===== src/rtl/cell_guard.sv =====
module cell_guard #(
  parameter int VW          = 10,
  parameter int THR_MIN     = 400,
  parameter int THR_MAX     = 920,
  parameter int HYS_UNIT    = 10,
  parameter int HYS_SEL_MAX = 13,
  parameter int DET_TICKS   = 8192,
  parameter int REL_TICKS   = 64,
  parameter int DSEL_MAX    = 4,
  parameter int RSEL_MAX    = 2,
  parameter int TEST_SHIFT  = 6
) (
  input  logic          clk,
  input  logic          rst_n,
  input  logic          tick,
  input  logic [VW-1:0] vcode,
  input  logic [VW-1:0] bal_det,
  input  logic [3:0]    bal_hys,
  input  logic [2:0]    bal_dsel,
  input  logic [1:0]    bal_rsel,
  input  logic [VW-1:0] ovc_det,
  input  logic [3:0]    ovc_hys,
  input  logic [2:0]    ovc_dsel,
  input  logic [1:0]    ovc_rsel,
  input  logic [1:0]    co_mode,
  input  logic          psave,
  input  logic          tmode,
  output logic          bal_sink,
  output logic          co_lvl,
  output logic          co_oe,
  output logic [1:0]    state,
  output logic          cfg_bad
);
  localparam int CW = $clog2((DET_TICKS << DSEL_MAX) + 1);
  localparam logic [2:0] DMAX = 3'(DSEL_MAX);
  localparam logic [1:0] RMAX = 2'(RSEL_MAX);
  localparam logic [3:0] HMAX = 4'(HYS_SEL_MAX);
  localparam logic [VW-1:0] VMIN = VW'(THR_MIN);
  localparam logic [VW-1:0] VMAX = VW'(THR_MAX);

  function automatic logic [CW-1:0] det_lim(input logic [2:0] s, input logic t);
    int k;
    k = (s > DMAX) ? DSEL_MAX : int'(s);
    return CW'((DET_TICKS << k) >> (t ? TEST_SHIFT : 0));
  endfunction

  function automatic logic [CW-1:0] rel_lim(input logic [1:0] s);
    int k;
    k = (s > RMAX) ? RSEL_MAX : int'(s);
    return CW'(REL_TICKS << k);
  endfunction

  function automatic logic [VW-1:0] rel_thr(input logic [VW-1:0] d, input logic [3:0] h);
    int k;
    logic [VW-1:0] w;
    k = (h > HMAX) ? HYS_SEL_MAX : int'(h);
    w = (h == 4'd0) ? '0 : VW'((k + 1) * HYS_UNIT);
    return (d > w) ? d - w : '0;
  endfunction

  logic [VW-1:0] bal_rel, ovc_rel;
  logic [1:0]    st;

  assign bal_rel = rel_thr(bal_det, bal_hys);
  assign ovc_rel = rel_thr(ovc_det, ovc_hys);

  for (genvar g = 0; g < 2; g++) begin : gch
    logic          on;
    logic [CW-1:0] cnt;
    wire  [VW-1:0] det  = (g == 1) ? ovc_det : bal_det;
    wire  [VW-1:0] rel  = (g == 1) ? ovc_rel : bal_rel;
    wire  [2:0]    dsel = (g == 1) ? ovc_dsel : bal_dsel;
    wire  [1:0]    rsel = (g == 1) ? ovc_rsel : bal_rsel;
    wire           hit  = on ? (vcode <= rel) : (vcode >= det);
    wire  [CW-1:0] lim  = on ? rel_lim(rsel) : det_lim(dsel, tmode);

    always_ff @(posedge clk) begin
      if (!rst_n || psave) begin
        on  <= 1'b0;
        cnt <= '0;
      end else if (tick) begin
        if (!hit) begin
          cnt <= '0;
        end else if (cnt == lim - 1'b1) begin
          on  <= ~on;
          cnt <= '0;
        end else begin
          cnt <= cnt + 1'b1;
        end
      end
    end
  end

  assign st = {gch[1].on, gch[0].on};

  wire ovc_on = ~psave & st[1];
  assign state    = psave ? 2'b00 : st;
  assign bal_sink = ~psave & (st[0] | st[1]);
  assign co_lvl   = co_mode[1] ? 1'b0 : (ovc_on ^ co_mode[0]);
  assign co_oe    = co_mode[1] ? (ovc_on ^ ~co_mode[0]) : 1'b1;

  assign cfg_bad = (bal_det < VMIN) || (bal_det > VMAX) ||
                   (ovc_det < VMIN) || (ovc_det > VMAX) ||
                   (bal_rel < VMIN) || (ovc_rel < VMIN) ||
                   (bal_hys > HMAX) || (ovc_hys > HMAX) ||
                   (bal_dsel > DMAX) || (ovc_dsel > DMAX) ||
                   (bal_rsel > RMAX) || (ovc_rsel > RMAX) ||
                   (ovc_det <= bal_det) || (ovc_dsel < bal_dsel);
endmodule


===== config.mk =====
export PLATFORM = sky130hd
export DESIGN_NAME = cell_guard
export DESIGN_NICKNAME = d
export VERILOG_FILES = /design/src/rtl/cell_guard.sv
export SDC_FILE = /design/constraint.sdc
export NUM_CORES = 1
export LEC_CHECK = 0
export ABC_AREA = 0
export BUFFER_PORTS_ARGS = -buffer_cell sky130_fd_sc_hd__buf_2
export CORE_MARGIN = 4
export CORE_UTILIZATION = 40
export DETAILED_ROUTE_END_ITERATION = 6
export GPL_ROUTABILITY_DRIVEN = 0
export GPL_TIMING_DRIVEN = 0
export PLACE_DENSITY_LB_ADDON = 0.15
export SYNTH_ARGS = -nofsm -noshare
export SYNTH_HDL_FRONTEND = slang
export SYNTH_SLANG_ARGS = --single-unit

===== constraint.sdc =====
create_clock -name clk -period 7.1 [get_ports clk]
set_input_delay 1.42 -clock clk [delete_from_list [all_inputs] [get_ports clk]]
set_output_delay 1.42 -clock clk [all_outputs]
set_load 0.01 [all_outputs]

==> results.txt <==
The largest area contributor in the netlist is sky130_fd_sc_hd__ha_1. The netlist uses 67 different library cells. The post-CTS clock slew at the launch and capture registers of the worst setup and hold paths is 0.06 ns. Summing the areas of all fa, ha and maj instances in the mapped netlist gives 21.9% of the synthesized area.

The slack of the worst reg-to-reg path came out at 3.66 ns. For this run, the detailed router's first-pass iteration total came to 5. The worst register-to-register path begins at gch[0].on.

By startpoint and endpoint, the worst setup path is classified as in -> reg. The mean instance size in the synthesized netlist came out at 7.56 µm². The number of diodes added for antenna fixing came out at 0. Headroom to the max-slew limit came out at 53.0%. Following the worst setup path forward leads to its endpoint at gch[0].cnt[3]. Of the available clock period, the critical path in the final layout requires 95.4%. The gate count after technology mapping is 683. In the post-synthesis netlist, the biggest area contributors are sky130_fd_sc_hd__ha_1 (20%), sky130_fd_sc_hd__dfxtp_1 (15%), sky130_fd_sc_hd__nand2_1 (5.8%). The count of pins on the block boundary is 61. The share of synthesized area in the top cell type comes to 20.4%. After layout, the design draws a total of 874 µW. The actual slew at the worst max-slew pin is 0.705 ns. The number of placement rows came out at 41.

The required time at the endpoint of the critical path came out at 7.31 ns. The endpoint kind of the worst setup timing path is a register. The time the final worst path needs with I/O delays and setup is 6.77 ns. The first-pass GRT wire length came out at 23,600 µm.

The total core area is 12,600 µm². The clock passes through at most 2 buffers. The sequential cell area fraction in the yosys report is 14.7%. In the synthesized netlist, the cells that appear most often are sky130_fd_sc_hd__ha_1 (84), sky130_fd_sc_hd__nand2_1 (80), sky130_fd_sc_hd__nor3_1 (49). The share of synthesized cell area in and, or, nand and nor gates is 28.5%. The count of fill cells added during filler insertion came out at 1,338. The critical path data arrival time came out at 6.98 ns. Power spread over the standard cell area amounts to 150 nW/µm². The synthesized netlist devotes 20.5% of its cell area to compound gates. The leakage power figure came out at 0.00247 µW. After global routing the overflow that remains totals 0.

The total count of max-transition violations in the final report is 0. The number of nets handed over by synthesis was 826. The HPWL after detailed placement is 12,000 µm. The via count of the first global-routing pass came out at 4,972. The proportion of layout cells with a drive suffix above 1 is 12.1%. The CTS tree is yes. The xor/xnor cell area share of the yosys netlist came out at 9.33%. After synthesis, the largest family of logic cells by area is simple AND/OR/NAND/NOR gates.

The pin count of the biggest net entering global routing came out at 12. The number of max-capacitance violations reported is 0. For this run, the leading register cell type out of synthesis is sky130_fd_sc_hd__dfxtp_1. The final routed DRC violation total came out at 0.

Tracing the worst setup path back leads to its startpoint at bal_hys[2]. The initial utilization of the core area, before any placement, comes to 40.9%. CTS saw 38 sinks. Counting flops with a built-in enable in the synthesized netlist gives 0.

The multiplexer share of the synthesized area is 0.194%. The final wirelength came out at 14,400 µm. Static timing analysis puts the maximum clock frequency at 0.148 GHz.

The class of the most critical hold timing path is reg -> reg. The number of antenna violations at the first check in global routing came out at 0. The via count came out at 5,216. The run finished with clean final reports. The final-stage net count is 891. Relative to the synthesized area, the layout overhead comes to 13.1%. The die boundary height came out at 122 µm. The number of DRC markers in iteration 0 is 276. The final hold violation count is 0.

The remaining antenna violation count after routing came out at 0. The number of input and output port buffers inserted is 58. The area of the mapped netlist is 5160 µm². Setup violations remaining at the end of the flow were counted as 0. The worst register-to-register path ends at gch[0].cnt[2]. At the end of the flow the core is filled with cells to 46.3%. Setup repair after global routing could not meet its margin everywhere. The cell depth of the worst flop-to-flop path is 11. The clock tree synthesis step divided the H-tree into 2 levels. The setup skew after layout came out at 0.00378 ns. The number of clock buffers inserted by TritonCTS is 5. The smallest hold slack came out at 0.510 ns. The proportion of register bits with asynchronous set or reset after synthesis is 0%. The number of synthesis warnings is 0. The largest fanout on the critical path is 10. The root buffer cell is sky130_fd_sc_hd__clkbuf_16. The total global routing track utilization came out at 19.4%. The synthesized design contains 38 register bits. In the final routed layout, each cell accounts on average for 15.7 µm.

The width of the die came out at 122 µm. The most common cell in the synthesized netlist is sky130_fd_sc_hd__ha_1. The worst vdd rail ir drop came out at 123 µV.

The latest clock arrival within the worst-skew pair is 0.28 ns. Dividing the detail-routed via count by the number of cells gives 5.66. STA classifies the critical path startpoint as a primary input. The floorplan step defined a die boundary enclosing 14,800 µm².
==> metrics by stage <==
step | cells | setup WS (ns) | setup TNS, ns | area (µm²)
global route | 921 | -0.00984 | -0.00984 | 5840
detailed placement | 913 | -0.364 | -5.15 | 5670
global placement | 913 | -0.287 | -3.69 | 5670
CTS | 921 | 0.0433 | 0 | 5820
finish | 921 | 0.328 | 0 | 5840
floorplan | 683 | 0.698 | 0 | 5160
==> layout make-up <==
cell class	count	area [µm²]	area share (%)
Clock inverter	1	5.00	0.0857
Sequential cell	38	761	13.0
Timing Repair Buffer	60	305	5.23
Tap cell	172	215	3.69
Inverter	40	150	2.57
Buffer	25	100	1.71
Multi-Input combinational cell	578	4160	71.2
Clock buffer	7	143	2.44
==> worst max-delay path, cell delays in order <==
cell and delay (ns):
sky130_fd_sc_hd__buf_2 0.13, sky130_fd_sc_hd__nand2_1 0.09, sky130_fd_sc_hd__and2_1 0.16, sky130_fd_sc_hd__ha_1 0.32, sky130_fd_sc_hd__ha_1 0.29, sky130_fd_sc_hd__ha_1 0.22
sky130_fd_sc_hd__fa_1 0.40, sky130_fd_sc_hd__xor2_1 0.16, sky130_fd_sc_hd__nand2_1 0.08, sky130_fd_sc_hd__ha_2 0.42, sky130_fd_sc_hd__nand2_1 0.06, sky130_fd_sc_hd__or4_1 0.52
sky130_fd_sc_hd__nand2_1 0.10, sky130_fd_sc_hd__nand2_1 0.06, sky130_fd_sc_hd__a31o_2 0.24, sky130_fd_sc_hd__clkbuf_1 0.21, sky130_fd_sc_hd__nand2_1 0.11, sky130_fd_sc_hd__ha_1 0.24
sky130_fd_sc_hd__a21o_1 0.16, sky130_fd_sc_hd__a21o_1 0.17, sky130_fd_sc_hd__a211oi_1 0.32, sky130_fd_sc_hd__o21ai_0 0.23, sky130_fd_sc_hd__a21oi_2 0.33, sky130_fd_sc_hd__clkbuf_4 0.27
sky130_fd_sc_hd__nand3_1 0.09, sky130_fd_sc_hd__a31oi_1 0.19
==> cell families (layout without fill, tap and decap cells) <==
group,Yosys count,in the layout
adder cells (fa/ha/maj),88,88
multiplexers,1,1
AND/OR/NAND/NOR,282,282
AO/OA/AOI/OAI,152,152
XOR/XNOR,55,55
flip-flops,38,38
buffers and inverters,67,133
==> where the power goes <==
group	leakage (µW)	switching [µW]	internal [µW]
registers	0.000306	0.431	214
logic	0.00209	252	183
clock network	0.0000739	86.1	139
==> flip-flops by register name, summed over array words and instances (netlist names) <==
| name | flops |
|---|---|
| gch.on | 2 |
| gch.cnt | 36 |
==> metal layers <==
layer	global-route usage [%]	up-vias	part of all wire [%]
met1	25.9	2435	47
met5	0	-	0
met3	1.81	14	3.9
met2	33.6	118	48
li1	-	2649	-
met4	4.62	0	1.3
==> timing repair <==
item / CTS / global route
buffers inserted: 0 / 2
resized for setup: 1 / 8
pin swaps: 0 / 1
hold buffers: 0 / 0
setup endpoints to repair: 9 / 29
==> how the worst min path moves through the flow <==
stage                              from       endpoint  slack, ns  cells past startpoint
after floorplan           gch[1].cnt[1]  gch[1].cnt[1]       0.48                      2
after global placement    gch[1].cnt[0]  gch[1].cnt[0]       0.50                      2
after detailed placement  gch[0].cnt[0]  gch[0].cnt[0]       0.50                      2
after CTS                 gch[0].cnt[0]  gch[0].cnt[0]       0.51                      2
after global routing      gch[0].cnt[0]  gch[0].cnt[0]       0.54                      2
final                     gch[1].cnt[1]  gch[1].cnt[1]       0.51                      2
==> cells in the final DEF, fill, tap and decap left out, drive strengths merged, types with 4 or more instances in the layout <==
cell,instances
and3,8
clkbuf,27
nor3,49
a21boi,4
or4,6
a2111oi,5
o211ai,6
nand2b,16
or2,6
dfxtp,38
o31ai,6
o21ai,21
nand2,80
a211oi,8
and2,9
nor4,5
a31oi,12
nor2b,9
xor2,27
o2111ai,5
o22ai,6
o21a,6
nand3,28
or3,8
buf,65
inv,40
xnor2,28
ha,84
fa,4
nand4,21
nor2,24
a21oi,31
a21o,15
(Power assumes the default switching activity.)
